**config.mk**
```make
export PLATFORM = sky130hd
export DESIGN_NAME = clksrc_ctrl
export DESIGN_NICKNAME = d
export VERILOG_FILES = /design/src/rtl/clksrc_pkg.sv /design/src/rtl/clksrc_regs.sv /design/src/rtl/clksrc_paths.sv /design/src/rtl/clksrc_switch.sv /design/src/rtl/clksrc_ctrl.sv
export SDC_FILE = /design/constraint.sdc
export NUM_CORES = 1
export LEC_CHECK = 0
export ABC_CLOCK_PERIOD_IN_PS = 2700
export BUFFER_PORTS_ARGS = -buffer_cell sky130_fd_sc_hd__buf_2
export CORE_MARGIN = 3
export CORE_UTILIZATION = 40
export DETAILED_ROUTE_END_ITERATION = 8
export SLEW_MARGIN = 10
export SYNTH_ARGS = -nofsm -noshare
export SYNTH_HDL_FRONTEND = slang
export SYNTH_SLANG_ARGS = --single-unit
export TNS_END_PERCENT = 1
```
**constraint.sdc**
```tcl
create_clock -name clk -period 2.7 [get_ports clk]
set_clock_uncertainty 0.1 [all_clocks]
set_input_delay 0.135 -clock clk [delete_from_list [all_inputs] [get_ports clk]]
set_output_delay 0.135 -clock clk [all_outputs]
set_load 0.05 [all_outputs]
```
**src/rtl/clksrc_pkg.sv**
```systemverilog
package clksrc_pkg;
  localparam int REG_AW = 2;
  localparam logic [REG_AW-1:0] A_MODE = 2'd0;
  localparam logic [REG_AW-1:0] A_SEL  = 2'd1;
  localparam logic [REG_AW-1:0] A_CTL  = 2'd2;
  localparam logic [REG_AW-1:0] A_PLL  = 2'd3;

  typedef enum logic [1:0] {SRC_XT = 2'd0, SRC_PLL = 2'd1, SRC_ALT = 2'd2} src_e;
  typedef enum logic [1:0] {SW_RUN = 2'd0, SW_DRAIN = 2'd1, SW_SYNC = 2'd2} sw_e;

  function automatic logic [3:0] mult_of(input logic [1:0] mx);
    case (mx)
      2'd0:    mult_of = 4'd6;
      2'd1:    mult_of = 4'd8;
      2'd2:    mult_of = 4'd10;
      default: mult_of = 4'd14;
    endcase
  endfunction
endpackage

```
**src/rtl/clksrc_regs.sv**
```systemverilog
module clksrc_regs
  import clksrc_pkg::*;
#(
  parameter int DW = 8
) (
  input  logic              clk,
  input  logic              rst,
  input  logic              we,
  input  logic [REG_AW-1:0] addr,
  input  logic [DW-1:0]     wdata,
  input  logic              alt_running,
  input  logic              af_present,
  output logic              half_sel,
  output logic              pll_sel,
  output logic              div16_sel,
  output logic              xt_stop,
  output logic              alt_sel,
  output logic              lp_wfi,
  output logic              alt_wfi,
  output logic [1:0]        mx,
  output logic [2:0]        dx,
  output logic [DW-1:0]     rdata
);
  localparam int SEL_W = DW - 2;

  logic [DW-1:0]    mode_q, ctl_q, pll_q;
  logic [SEL_W-1:0] sel_q;

  always_ff @(posedge clk) begin
    if (rst) begin
      mode_q <= '0;
      sel_q  <= '0;
      ctl_q  <= '0;
      pll_q  <= '0;
      rdata  <= '0;
    end else begin
      case (addr)
        A_MODE:  rdata <= mode_q;
        A_SEL:   rdata <= {alt_running, af_present, sel_q};
        A_CTL:   rdata <= ctl_q;
        default: rdata <= pll_q;
      endcase
      if (we) begin
        case (addr)
          A_MODE:  mode_q <= wdata;
          A_SEL:   sel_q  <= wdata[SEL_W-1:0];
          A_CTL:   ctl_q  <= wdata;
          default: pll_q  <= wdata;
        endcase
      end
    end
  end

  assign half_sel  = mode_q[0];
  assign pll_sel   = sel_q[0];
  assign div16_sel = sel_q[1];
  assign xt_stop   = sel_q[2];
  assign alt_sel   = ctl_q[0];
  assign lp_wfi    = ctl_q[1];
  assign alt_wfi   = ctl_q[2];
  assign mx        = pll_q[1:0];
  assign dx        = pll_q[4:2];

  assert_pll_hold_R11: assert property (@(posedge clk) disable iff (rst)
    !we |=> $stable(pll_q));
  assert_ctl_hold_R11: assert property (@(posedge clk) disable iff (rst)
    (we && addr != A_CTL) |=> $stable(ctl_q));
endmodule

```
**src/rtl/clksrc_paths.sv**
```systemverilog
module clksrc_paths
  import clksrc_pkg::*;
#(
  parameter int ACC_W = 8,
  parameter int DIV_W = 4
) (
  input  logic       clk,
  input  logic       rst,
  input  logic       xt_tick,
  input  logic       half_sel,
  input  logic       div16_sel,
  input  logic [1:0] mx,
  input  logic [2:0] dx,
  output logic       np_tick,
  output logic       pll_tick
);
  localparam logic [ACC_W:0] ACC_MAX = (ACC_W+1)'((1 << ACC_W) - 1);

  logic             half_ph_q;
  logic [DIV_W-1:0] div_q;
  logic [ACC_W-1:0] acc_q;
  logic             base_tick;
  logic [3:0]       mult, nfac;
  logic [ACC_W:0]   sum;

  assign base_tick = xt_tick && (!half_sel || half_ph_q);
  assign np_tick   = base_tick && (!div16_sel || (&div_q));
  assign mult      = mult_of(mx);
  assign nfac      = {1'b0, dx} + 4'd1;
  assign pll_tick  = acc_q >= ACC_W'(nfac);

  always_comb begin
    sum = {1'b0, acc_q};
    if (base_tick) sum = sum + (ACC_W+1)'(mult);
    if (pll_tick)  sum = sum - (ACC_W+1)'(nfac);
  end

  always_ff @(posedge clk) begin
    if (rst) begin
      half_ph_q <= 1'b0;
      div_q     <= '0;
      acc_q     <= '0;
    end else begin
      if (xt_tick)   half_ph_q <= ~half_ph_q;
      if (base_tick) div_q <= div_q + 1'b1;
      acc_q <= (sum > ACC_MAX) ? ACC_MAX[ACC_W-1:0] : sum[ACC_W-1:0];
    end
  end

  assert_np_needs_crystal_R3: assert property (@(posedge clk) disable iff (rst)
    (np_tick && div16_sel) |-> ($past(div_q) == DIV_W'((1 << DIV_W) - 2) || !$past(base_tick)));
endmodule

```
**src/rtl/clksrc_switch.sv**
```systemverilog
module clksrc_switch
  import clksrc_pkg::*;
#(
  parameter int SYNC_N = 2
) (
  input  logic clk,
  input  logic rst,
  input  logic np_tick,
  input  logic pll_tick,
  input  logic af_tick,
  input  logic af_present,
  input  logic wfi_active,
  input  logic pll_sel,
  input  logic alt_sel,
  input  logic alt_wfi,
  input  logic lp_wfi,
  input  logic xt_stop,
  output logic alt_running,
  output logic int_tick,
  output logic xt_osc_en,
  output logic low_power,
  output logic ckaf_status
);
  localparam int CNT_W = $clog2(SYNC_N) + 1;

  sw_e              state_q;
  src_e             cur_q, nxt_q, target;
  logic [CNT_W-1:0] cnt_q;
  logic             cur_tick, nxt_tick, want_alt;

  function automatic logic tick_of(input src_e s, input logic a, input logic b, input logic c);
    case (s)
      SRC_XT:  tick_of = a;
      SRC_PLL: tick_of = b;
      default: tick_of = c;
    endcase
  endfunction

  assign want_alt    = af_present && (alt_sel || (wfi_active && alt_wfi));
  assign target      = want_alt ? SRC_ALT : (pll_sel ? SRC_PLL : SRC_XT);
  assign cur_tick    = tick_of(cur_q, np_tick, pll_tick, af_tick);
  assign nxt_tick    = tick_of(nxt_q, np_tick, pll_tick, af_tick);
  assign alt_running = (state_q == SW_RUN) && (cur_q == SRC_ALT);

  always_ff @(posedge clk) begin
    if (rst) begin
      state_q     <= SW_RUN;
      cur_q       <= SRC_XT;
      nxt_q       <= SRC_XT;
      cnt_q       <= '0;
      int_tick    <= 1'b0;
      xt_osc_en   <= 1'b1;
      low_power   <= 1'b0;
      ckaf_status <= 1'b0;
    end else begin
      int_tick    <= (state_q == SW_RUN) && cur_tick;
      xt_osc_en   <= !(xt_stop && af_present && alt_running);
      low_power   <= wfi_active && lp_wfi;
      ckaf_status <= alt_running;
      case (state_q)
        SW_RUN: if (target != cur_q) state_q <= SW_DRAIN;
        SW_DRAIN: begin
          if (target == cur_q) begin
            state_q <= SW_RUN;
          end else if (cur_tick || (cur_q == SRC_ALT && !af_present)) begin
            state_q <= SW_SYNC;
            nxt_q   <= target;
            cnt_q   <= '0;
          end
        end
        default: begin
          if (target != nxt_q) begin
            nxt_q <= target;
            cnt_q <= '0;
          end else if (nxt_tick) begin
            if (cnt_q == CNT_W'(SYNC_N - 1)) begin
              cur_q   <= nxt_q;
              state_q <= SW_RUN;
            end else begin
              cnt_q <= cnt_q + 1'b1;
            end
          end
        end
      endcase
    end
  end

  assert_sync_two_ticks_R6: assert property (@(posedge clk) disable iff (rst)
    ($past(state_q) == SW_SYNC && state_q == SW_RUN) |-> ($past(cnt_q) == CNT_W'(SYNC_N - 1) && $past(nxt_tick)));
  assert_xt_off_only_alt_R7: assert property (@(posedge clk) disable iff (rst)
    !xt_osc_en |-> ckaf_status);
  assert_lowp_follows_wfi_R8: assert property (@(posedge clk) disable iff (rst)
    low_power |-> $past(wfi_active));
  assert_alt_needs_present_R9: assert property (@(posedge clk) disable iff (rst)
    ($past(state_q) == SW_SYNC && state_q == SW_RUN && cur_q == SRC_ALT) |-> $past(af_present));
endmodule

```
**src/rtl/clksrc_ctrl.sv**
```systemverilog
module clksrc_ctrl
  import clksrc_pkg::*;
#(
  parameter int DW     = 8,
  parameter int ACC_W  = 8,
  parameter int DIV_W  = 4,
  parameter int SYNC_N = 2
) (
  input  logic          clk,
  input  logic          rst,
  input  logic          bus_we,
  input  logic [1:0]    bus_addr,
  input  logic [DW-1:0] bus_wdata,
  output logic [DW-1:0] bus_rdata,
  input  logic          xt_tick,
  input  logic          af_tick,
  input  logic          af_present,
  input  logic          wfi_active,
  output logic          int_tick,
  output logic          xt_osc_en,
  output logic          low_power,
  output logic          ckaf_status
);
  logic       half_sel, pll_sel, div16_sel, xt_stop, alt_sel, lp_wfi, alt_wfi;
  logic [1:0] mx;
  logic [2:0] dx;
  logic       np_tick, pll_tick, alt_running;

  clksrc_regs #(.DW(DW)) u_regs (
    .clk(clk), .rst(rst), .we(bus_we), .addr(bus_addr), .wdata(bus_wdata),
    .alt_running(alt_running), .af_present(af_present),
    .half_sel(half_sel), .pll_sel(pll_sel), .div16_sel(div16_sel), .xt_stop(xt_stop),
    .alt_sel(alt_sel), .lp_wfi(lp_wfi), .alt_wfi(alt_wfi), .mx(mx), .dx(dx),
    .rdata(bus_rdata)
  );

  clksrc_paths #(.ACC_W(ACC_W), .DIV_W(DIV_W)) u_paths (
    .clk(clk), .rst(rst), .xt_tick(xt_tick), .half_sel(half_sel),
    .div16_sel(div16_sel), .mx(mx), .dx(dx), .np_tick(np_tick), .pll_tick(pll_tick)
  );

  clksrc_switch #(.SYNC_N(SYNC_N)) u_switch (
    .clk(clk), .rst(rst), .np_tick(np_tick), .pll_tick(pll_tick), .af_tick(af_tick),
    .af_present(af_present), .wfi_active(wfi_active), .pll_sel(pll_sel),
    .alt_sel(alt_sel), .alt_wfi(alt_wfi), .lp_wfi(lp_wfi), .xt_stop(xt_stop),
    .alt_running(alt_running), .int_tick(int_tick), .xt_osc_en(xt_osc_en),
    .low_power(low_power), .ckaf_status(ckaf_status)
  );
endmodule

```
==> results.ini, run 1 <==
[timing]
fin_ws_ns = 0.00429
layout_min_cycle_time_ns = 2.70
timing.fmax_mhz = 371
tightest_slew_ns = 0.837
max_slew_margin = 0.441
whs_ns = 0.127
hold_violations = 0
setup_viol = 0
rsz0062_at_grt = true
min_period_over_period = 0.998
setup_tns_ns = 0
maxSlewViolCount = 0

[placement]
gp_congestion = 0.871
place_area_um2 = 3680
detailedPlace.worstSlack_ns = -0.125
io_buffers = 28
dp.cells = 493
hpwl_um = 5520

[grt]
grt_pass1_wl_um = 13800
track_usage = 0.181
grt-ovfl-total = 0
grt_pass1_vias = 2823
antenna_found_initial = 0
grt_max_degree = 27

[power_and_ir_drop]
cellLeakagePower_nw = 1.87
seq_power_share = 0.299
clock_power_share = 0.285
p_int_mw = 2.39
p_per_area_nw_per_um2 = 855
p_sw_frac = 0.345
combPwrFrac = 0.416
ir_drop_uv = 329
power.total_mw = 3.65
p_switching_mw = 1.26

[synth]
synth_commonest_cells = dfxtp_1 (63), nor2_1 (43), mux2i_1 (32), nand2_1 (21), a21oi_1 (18)
yosysMostFrequentCell = dfxtp_1
yosys_most_used_dff = dfxtp_1
synth_warnings = 0
synth-seq-cells = 63
avgSynthCellArea_um2 = 9.27
yosysSeqAreaShare = 0.380
synth_edf_count = 0
synthCells = 358
yosysUniqueCellTypes = 51
async_reset_ff_frac = 0
synth_largest_area_cell = dfxtp_1
synth_area_um2 = 3320
netlist.area_leader.share = 0.380
syn_nets = 393
synth_area_leaders = dfxtp_1 (38%), mux2i_1 (9.7%), ha_1 (6.0%)

[critical_path]
path_class = reg2reg
endpoint_kind = register
cp_data_arrival_time_ns = 2.84
path_buf_inv = 3
start_kind = register
critical_path.max_stage_delay_ns = 0.38
critPathMaxFanout = 5
cp.required_ns = 2.84
path_delay_family = adder cells
crit_path_cell_trace = inv_2 > ha_4 > inv_2 > fa_2 > xnor2_2 > o21ai_2 > ha_4 > nor2_4 > a21o_1 > and3_4 > o22a_4 > buf_4 > a21oi_2
cpMaxStageDelayCell = fa_2

[floorplanning]
design.core.area_um2 = 7890
num_io_pins = 29
start_util = 0.421
die_x_um = 97.1
die_y_um = 97.1
die-area_um2 = 9420
placementRows = 32

[cells_and_area]
drive_above_1_share = 0.268
num-fill-cells = 712
num_antenna_cells = 0
area.growth.synth_to_final_pct = 28.8
design_area_um2 = 4270
fin_cells = 528
finalNetCount = 456
final_util = 0.542

[run]
max_cap_violations = 0

[drt]
route.detailed.drc = 0
vias = 2836
dr.pass1.iters = 4
viasPerCell = 5.37
wl_per_cell_um = 15.7
wirelength_um = 8270
dr.first_iter.drc_count = 88
drt.antenna.violating_nets = 0

[clock_tree]
clk_pin_slew_ns = 0.08
ctsRootBufferMaster = clkbuf_8
cts_tree = done
clock_latency_ns = 0.35
numCtsBuffers = 9
cts-htree-levels = 3
clock-sinks = 63
cts_buffer_depth = 2

[worst_hold_path]
hp-class = in2reg

[outcome]
status = completed

## cell families (layout without fill, tap and decap cells)
| kind of cell | Yosys count | in the layout | share of synthesized area |
|---|---|---|---|
| xor+xnor | 14 | 14 | 0.0370 |
| simple gates | 124 | 124 | 0.184 |
| flops | 63 | 63 | 0.380 |
| buf+inv | 30 | 98 | 0.0339 |
| mux | 39 | 39 | 0.144 |
| compound gates | 70 | 70 | 0.149 |
| fa+ha+maj | 18 | 18 | 0.0724 |
## sequential cells by signal, indices dropped and copies added, names as in the netlist, 4 cells and up
name	flops
u_paths.div_q	4
u_regs.mode_q	8
u_regs.rdata	8
u_regs.ctl_q	8
u_regs.sel_q	6
u_paths.acc_q	8
u_regs.pll_q	8
## power groups by stage
stage / combinational (mW) / sequential [mW] / clock, mW
after floorplan: 0.792 / 1.09 / 0
after global placement: 1.09 / 1.11 / 0
after detailed placement: 1.11 / 1.11 / 0
after CTS: 1.30 / 1.09 / 1.06
after global routing: 1.66 / 1.10 / 1.10
final: 1.52 / 1.09 / 1.04
## worst reg2reg max path, delay by kind of cell (launching register included)
kind | cells | cell delay, ns
adders and majority gates | 3 | 0.88
and+or+nand+nor | 2 | 0.34
buffers and inverters | 3 | 0.19
DFF | 1 | 0.37
xor gates and xnor gates | 1 | 0.15
AOI/OAI and AO/OA | 4 | 0.58
## metal layers
layer / track usage / vias up / routed length (µm)
met2: 0.296 / 50 / 3940
met1: 0.232 / 1357 / 3910
met4: 0.0529 / 0 / 123
met3: 0.0510 / 10 / 301
met5: 0 / - / 0
li1: - / 1419 / -
## cells in the final DEF, fill, tap and decap left out, types with 3 or more instances in the layout
master         count
nand2_2            3
o21ai_0           10
a21oi_1           16
xnor2_1            6
o211ai_1           3
a211oi_1           4
nand4_1            3
inv_2              4
ha_1              11
ha_4               5
clkbuf_8          10
xor2_1             6
buf_2             28
and2_1             8
dlygate4sd3_1     11
bufinv_16          3
a31oi_1            4
nor2_1            41
mux4_2             7
nand2_1           18
nand2b_1           5
nor3_1             5
nor2b_1            4
or3_1              5
inv_1             11
dfxtp_1           61
nand3_1           11
buf_4             25
nand3b_1           3
and3_1             4
mux2i_1           32
nor4_1             3
o31ai_1            5
## repair_timing
| item | CTS | global route |
|---|---|---|
| hold endpoints to repair | 30 | 0 |
| pin swaps | 13 | 13 |
| gates resized for setup | 20 | 20 |
| setup endpoints to repair | 7 | 7 |
| hold buffers | 11 | 0 |
| setup buffers | 6 | 2 |
## path summary, 6_finish.rpt
kind	slack, ns	end	cells past startpoint	from
hold / removal	0.13	u_regs.ctl_q[7]	2	rst
hold reg to reg	0.35	u_switch.xt_osc_en	1	u_regs.sel_q[2]
setup reg to reg	0.004	u_paths.acc_q[5]	13	u_regs.pll_q[0]
setup / recovery	0.004	u_paths.acc_q[5]	13	u_regs.pll_q[0]
## layout make-up
class                      count  area [µm²]  share of cell area
timing repair buffer          66         460               0.108
multi-input combinational    265        2100               0.492
inverter                      16        62.6              0.0146
sequential                    63        1270               0.296
clock inverter                 6         116              0.0272
tap                          102         128              0.0299
clock buffer                  10         138              0.0322
No activity file was read; power rests on OpenSTA's default activity.
==> inputs of run 2 (changes only) <==
ABC_AREA = 1   (was unset)
CTS_BUF_LIST = sky130_fd_sc_hd__clkbuf_4 sky130_fd_sc_hd__clkbuf_8 sky130_fd_sc_hd__clkbuf_16   (was unset)
==> run 2 against run 1 <==
  * The run now ends with setup timing left
  * Sequential power grew 6%
  * Die area rose by 3.5%
  * Design area down 5.3%
  * Sequential cell count stayed put
  * Highest routed layer unchanged
  * Combinational power grew 5%
  * Core utilization fell by 5.4 points
  * Hold slack got worse by 0.11 ns
  * Sequential share of layout area grew 1.6 points
  * Largest power group unchanged
  * Synthesized cell count up 38%
  * Non-clock buffer count decreased by 21
  * Clock-buffer cell count unchanged
==> results.ini, run 2 <==
[outcome]
status = complete, but fails checks  ; was completed
failed_checks = setup timing

[critical_path]
critPathMaxFanout = 8  ; was 5
crit_path_frequent_cell = nor2_1
r2r-start = u_regs.pll_q[1]  ; was u_regs.pll_q[0]
rr_worst_depth = 20  ; was 13
rr_endpoint = u_paths.acc_q[7]  ; was u_paths.acc_q[5]
start_kind = register  ; unchanged
path_class = reg2reg  ; unchanged
critical_path.max_stage_delay_ns = 0.52  ; was 0.38 ns
cpMaxStageDelayCell = fa_2  ; unchanged
cp.required_ns = 2.82  ; was 2.84 ns
crit_path_cell_trace = inv_2 > ha_1 > inv_1 > ha_2 > fa_2 > nand2_2 > nand2_2 > ha_4 > nand2_1 > inv_1 > nor2_1 > nor2_1 > nor2_1 > nand2_1 > nor2_2 > nand3_2 > nand2_4 > nand2_1 > nor2_1 > nor2_1  ; was inv_2 > ha_4 > inv_2 > fa_2 > xnor2_2 > o21ai_2 > ha_4 > nor2_4 > a21o_1 > and3_4 > o22a_4 > buf_4 > a21oi_2
cp_data_arrival_time_ns = 2.85  ; was 2.84 ns
r2r_slack_ns = -0.03  ; was 0.004 ns
endpoint_kind = register  ; unchanged

[drt]
dr.first_iter.drc_count = 124  ; was 88
drt.antenna.violating_nets = 0  ; unchanged
vias = 3137  ; was 2836
wirelength_um = 7800  ; was 8270 µm
viasPerCell = 4.83  ; was 5.37
route.detailed.drc = 0  ; unchanged
dr.pass1.iters = 5  ; was 4
wl_per_cell_um = 12.0  ; was 15.7 µm

[timing]
min_period_over_period = 1.01  ; was 0.998
fin_ws_ns = -0.0289  ; was 0.00429 ns
maxSlewViolCount = 0  ; unchanged
rsz0062_at_grt = true  ; unchanged
tightest_slew_ns = 0.486  ; was 0.837 ns
hold_violations = 0  ; unchanged
max_slew_margin = 0.676  ; was 0.441
whs_ns = 0.0133  ; was 0.127 ns
setup_viol = 7  ; was 0
layout_min_cycle_time_ns = 2.73  ; was 2.70 ns
timing.fmax_mhz = 366  ; was 371 MHz

[power_and_ir_drop]
p_per_area_nw_per_um2 = 888  ; was 855 nW/µm²
ir_drop_uv = 326  ; was 329 µV
cellLeakagePower_nw = 1.92  ; was 1.87 nW

[synth]
avgSynthCellArea_um2 = 6.97  ; was 9.27 µm²
synth_warnings = 0  ; unchanged
yosysSeqAreaShare = 0.366  ; was 0.380
synth_edf_count = 0  ; unchanged
netlist.area_leader.share = 0.366  ; was 0.380
synth_area_um2 = 3440  ; was 3320 µm²
yosys_most_used_dff = dfxtp_1  ; unchanged
yosysUniqueCellTypes = 34  ; was 51
synth_largest_area_cell = dfxtp_1  ; unchanged
synth-seq-cells = 63  ; unchanged
synth_commonest_cells = nand2_1 (98), inv_1 (82), dfxtp_1 (63), o21ai_0 (52), nor2_1 (49)  ; was dfxtp_1 (63), nor2_1 (43), mux2i_1 (32), nand2_1 (21), a21oi_1 (18)
synthCells = 494  ; was 358
synth_area_leaders = dfxtp_1 (37%), nand2_1 (11%), inv_1 (8.9%)  ; was dfxtp_1 (38%), mux2i_1 (9.7%), ha_1 (6.0%)
syn_nets = 529  ; was 393
yosysMostFrequentCell = nand2_1  ; was dfxtp_1
async_reset_ff_frac = 0  ; unchanged

[clock_tree]
clock_latency_ns = 0.34  ; was 0.35 ns
cts_tree = done  ; unchanged
cts-htree-levels = 3  ; unchanged
numCtsBuffers = 9  ; unchanged
cts_buffer_depth = 2  ; unchanged
clock-sinks = 63  ; unchanged
clk_pin_slew_ns = 0.07  ; was 0.08 ns
ctsRootBufferMaster = clkbuf_8  ; unchanged

[grt]
grt-ovfl-total = 0  ; unchanged
grt_pass1_vias = 2847  ; was 2823
grt_pass1_wl_um = 13100  ; was 13800 µm
grt_max_degree = 55  ; was 27
track_usage = 0.167  ; was 0.181
antenna_found_initial = 0  ; unchanged

[floorplanning]
die_x_um = 98.8  ; was 97.1 µm
num_io_pins = 29  ; unchanged
die-area_um2 = 9750  ; was 9420 µm²
start_util = 0.415  ; was 0.421
placementRows = 33  ; was 32
die_y_um = 98.8  ; was 97.1 µm
design.core.area_um2 = 8300  ; was 7890 µm²

[worst_hold_path]
min-delay-start = bus_wdata[5]  ; was rst
hold_depth = 3  ; was 2
worstHoldEndpoint = u_regs.mode_q[5]  ; was u_regs.ctl_q[7]
hp-class = in2reg  ; unchanged

[cells_and_area]
finalNetCount = 574  ; was 456
area.growth.synth_to_final_pct = 17.6  ; was 28.8%
final_common_cell = nand2_1  ; was dfxtp_1
drive_above_1_share = 0.165  ; was 0.268
num_antenna_cells = 0  ; unchanged
final_cell_mix = nand2_1 (96), inv_1 (79), dfxtp_1 (62), o21ai_0 (51), nor2_1 (49)  ; was dfxtp_1 (61), nor2_1 (41), mux2i_1 (32), buf_2 (28), buf_4 (25)

[placement]
detailedPlace.worstSlack_ns = -0.131  ; was -0.125 ns
hpwl_um = 5910  ; was 5520 µm
gp_congestion = 0.814  ; was 0.871
io_buffers = 28  ; unchanged

[run]
max_cap_violations = 0  ; unchanged

-- run 2: cell type report --
type	count	area (µm²)
fillers	839	4250
inverters	88	330
flip-flops and latches	63	1260
clock buffers	10	138
multi-input cells	332	1830
well taps	105	131
clock inverters	6	68.8
repair buffers	45	288
-- run 2: worst max-delay path by stage --
stage	from	end	slack (ns)
after floorplan	u_regs.pll_q[1]	u_paths.acc_q[7]	0.004
after global placement	u_regs.pll_q[1]	u_paths.acc_q[7]	-0.06
after detailed placement	u_regs.pll_q[1]	u_paths.acc_q[7]	-0.13
after CTS	u_regs.pll_q[1]	u_paths.acc_q[7]	-0.06
after global routing	u_regs.pll_q[1]	u_paths.acc_q[4]	-0.25
final	u_regs.pll_q[1]	u_paths.acc_q[7]	-0.03
-- run 2: worst max-delay path: cells and delay by family (launching register included) --
family        cells  cell delay, ns
fa+ha+maj         4            1.02
buf+inv           3            0.14
flops             1            0.31
simple gates     13            1.02
-- run 2: logic make-up (layout without fill, tap and decap cells) --
logic type | after synthesis | after routing | share of synthesized area
DFF | 63 | 63 | 0.366
AOI/OAI and AO/OA | 100 | 100 | 0.155
adders and majority gates | 18 | 18 | 0.0698
xor gates and xnor gates | 4 | 4 | 0.0102
buffers and inverters | 99 | 149 | 0.111
and+or+nand+nor | 210 | 210 | 0.287
-- run 2: per-layer routing --
layer,part of all wire,GRT usage
met1,0.48,0.221
met4,0.018,0.0588
met5,0,0
met3,0.043,0.0481
met2,0.46,0.260
-- run 2: stage by stage --
stage | cell area, µm² | utilization | total power [mW] | TNS [ns] | cells
global route | 4050 | 0.488 | 3.93 | -2.18 | 649
floorplan | 3460 | - | 2.40 | 0 | 494
CTS | 4050 | 0.488 | 3.64 | -0.330 | 649
detailed placement | 3740 | 0.450 | 2.72 | -0.683 | 624
finish | 4050 | 0.488 | 3.59 | -0.113 | 649
global placement | 3740 | 0.450 | 2.69 | -0.214 | 624
-- run 2: report_power, final --
group | internal (mW) | switching (mW) | total, mW | leakage [nW]
clock network | 0.456 | 0.385 | 0.841 | 0.103
registers | 1.05 | 0.100 | 1.15 | 0.516
logic | 0.638 | 0.965 | 1.60 | 1.31
-- run 2: timing repair --
action / in CTS / in global routing
setup buffers: 1 / 0
pin swaps: 4 / 0
endpoints found under the setup margin: 8 / 13
hold endpoints to repair: 8 / 0
hold buffers: 8 / 0
gates resized for setup: 6 / 0
==> inputs of run 3 (changes only) <==
TNS_END_PERCENT = unset   (was 1)
==> run 3 against run 2 <==
  * The flow still finishes with violations (setup timing)
  * Global-route usage increased by 0.14 points
  * Maximum frequency decreased by 1.5%
  * Setup slack got worse by 0.042 ns
  * Sequential share of layout area decreased by 0.69 points
  * Largest power group unchanged
==> results.ini, run 3 (same netlist as run 2, synthesis figures left out) <==
[outcome]
status = complete, but fails checks  ; unchanged
failed_checks = setup timing  ; unchanged

[timing]
maxSlewViolCount = 0  ; unchanged
max_slew_margin = 0.664  ; was 0.676
whs_ns = 0.0146  ; was 0.0133 ns
fin_ws_ns = -0.0705  ; was -0.0289 ns
rsz0062_at_grt = true  ; unchanged
layout_min_cycle_time_ns = 2.77  ; was 2.73 ns
timing.fmax_mhz = 361  ; was 366 MHz
hold_violations = 0  ; unchanged
setup_tns_ns = -0.419  ; was -0.113 ns
tightest_slew_ns = 0.504  ; was 0.486 ns
min_period_over_period = 1.03  ; was 1.01
setup_viol = 7  ; unchanged

[floorplanning]
start_util = 0.415  ; unchanged
num_io_pins = 29  ; unchanged
die_x_um = 98.8  ; unchanged
die-area_um2 = 9750  ; unchanged
die_y_um = 98.8  ; unchanged
design.core.area_um2 = 8300  ; unchanged
placementRows = 33  ; unchanged

[drt]
route.detailed.drc = 0  ; unchanged
viasPerCell = 4.87  ; was 4.83
vias = 3189  ; was 3137
dr.first_iter.drc_count = 126  ; was 124
wirelength_um = 8020  ; was 7800 µm
drt.antenna.violating_nets = 0  ; unchanged
wl_per_cell_um = 12.2  ; was 12.0 µm
dr.pass1.iters = 4  ; was 5

[grt]
use_met2 = 0.264  ; was 0.260
met1_usage = 0.221  ; about the same
grt_use_met3 = 0.0481  ; unchanged
grt_max_degree = 55  ; unchanged
antenna_found_initial = 0  ; unchanged
grt_most_used_layer = met2  ; unchanged
grt_pass1_vias = 2867  ; was 2847
grt_pass1_wl_um = 13200  ; was 13100 µm
track_usage = 0.168  ; was 0.167
grt-ovfl-total = 0  ; unchanged

[critical_path]
cp_data_arrival_time_ns = 2.95  ; was 2.85 ns
endpoint_kind = register  ; unchanged
cp.required_ns = 2.88  ; was 2.82 ns
rr_worst_depth = 19  ; was 20
r2r-start = u_regs.pll_q[0]  ; was u_regs.pll_q[1]
start_kind = register  ; unchanged
critPathMaxFanout = 7  ; was 8
path_class = reg2reg  ; unchanged
rr_endpoint = u_paths.acc_q[3]  ; was u_paths.acc_q[7]
r2r_slack_ns = -0.07  ; was -0.03 ns

[power_and_ir_drop]
power.total_mw = 3.67  ; was 3.59 mW
ir_drop_uv = 328  ; was 326 µV
p_per_area_nw_per_um2 = 885  ; was 888 nW/µm²
cellLeakagePower_nw = 1.96  ; was 1.92 nW

[placement]
hpwl_um = 5910  ; unchanged
gp_congestion = 0.814  ; unchanged
io_buffers = 28  ; unchanged

[clock_tree]
numCtsBuffers = 9  ; unchanged
cts_buffer_depth = 2  ; unchanged
clock-sinks = 63  ; unchanged
cts_tree = done  ; unchanged
ctsRootBufferMaster = clkbuf_8  ; unchanged
clk_pin_slew_ns = 0.08  ; was 0.07 ns
clock_latency_ns = 0.34  ; about the same
cts-htree-levels = 3  ; unchanged

[worst_hold_path]
min-delay-start = bus_wdata[5]  ; unchanged
hp-class = in2reg  ; unchanged
worstHoldEndpoint = u_regs.mode_q[5]  ; unchanged
hold_depth = 3  ; unchanged

[cells_and_area]
num-fill-cells = 833  ; was 839
finalNetCount = 580  ; was 574
final_util = 0.500  ; was 0.488
final_cell_mix = nand2_1 (95), inv_1 (77), dfxtp_1 (61), o21ai_0 (50), nor2_1 (49)  ; was nand2_1 (96), inv_1 (79), dfxtp_1 (62), o21ai_0 (51), nor2_1 (49)
num_antenna_cells = 0  ; unchanged
area.growth.synth_to_final_pct = 20.6  ; was 17.6%
final_common_cell = nand2_1  ; unchanged
drive_above_1_share = 0.189  ; was 0.165

[run]
max_cap_violations = 0  ; unchanged

==> run 3: routing by layer <==
metal,up-vias,wire length (µm)
met2,49,3780
met1,1447,3830
met5,-,0
met4,0,145
met3,13,271
li1,1680,-
==> run 3: critical path: stages, from the launching register on <==
cell     delay (ns)
dfxtp_4        0.38
inv_4          0.04
ha_4           0.26
inv_4          0.03
fa_2           0.53
nand2_2        0.05
nand2_2        0.09
ha_4           0.21
nand2_2        0.07
inv_2          0.03
nor2_1         0.08
nor2_1         0.05
nor2_1         0.11
buf_4          0.14
nand3_4        0.08
nor2_4         0.12
nand3_4        0.13
nand3_1        0.10
nand2_1        0.05
inv_1          0.06
==> run 3: how the worst max path moves through the flow <==
stage | from | endpoint | slack (ns) | cells past startpoint
final | u_regs.pll_q[0] | u_paths.acc_q[3] | -0.07 | 19
after detailed placement | u_regs.pll_q[1] | u_paths.acc_q[7] | -0.13 | 20
after global routing | u_regs.pll_q[1] | u_paths.acc_q[3] | -0.26 | 20
after CTS | u_regs.pll_q[1] | u_paths.acc_q[7] | -0.06 | 20
after global placement | u_regs.pll_q[1] | u_paths.acc_q[7] | -0.06 | 20
after floorplan | u_regs.pll_q[1] | u_paths.acc_q[7] | 0.004 | 20
==> run 3: repair_timing <==
| item | in CTS | in global routing |
|---|---|---|
| setup buffers | 3 | 4 |
| hold buffers | 8 | 0 |
| endpoints found under the setup margin | 8 | 13 |
| endpoints found under the hold margin | 8 | 0 |
| pin swaps | 6 | 2 |
| resized for setup | 8 | 13 |
==> run 3: final cells by class <==
| type | count | area (µm²) | share of cell area |
|---|---|---|---|
| repair buffers | 51 | 333 | 0.0802 |
| well taps | 105 | 131 | 0.0317 |
| flip-flops and latches | 63 | 1270 | 0.305 |
| inverters | 88 | 338 | 0.0814 |
| multi-input cells | 332 | 1880 | 0.452 |
| clock buffers | 10 | 138 | 0.0332 |
| clock inverters | 6 | 68.8 | 0.0166 |
==> run 3: per-stage QoR <==
| stage | cells | setup slack [ns] | area (µm²) |
|---|---|---|---|
| floorplan | 494 | 0.00439 | 3460 |
| global placement | 624 | -0.0590 | 3740 |
| detailed placement | 624 | -0.131 | 3740 |
| CTS | 651 | -0.0639 | 4070 |
| global route | 655 | -0.257 | 4150 |
| finish | 655 | -0.0705 | 4150 |
==> run 3: report_power, final <==
part | internal [mW] | switching (mW) | total (mW)
clock network | 0.456 | 0.385 | 0.840
logic | 0.680 | 0.999 | 1.68
registers | 1.05 | 0.105 | 1.16
total | 2.19 | 1.49 | 3.67
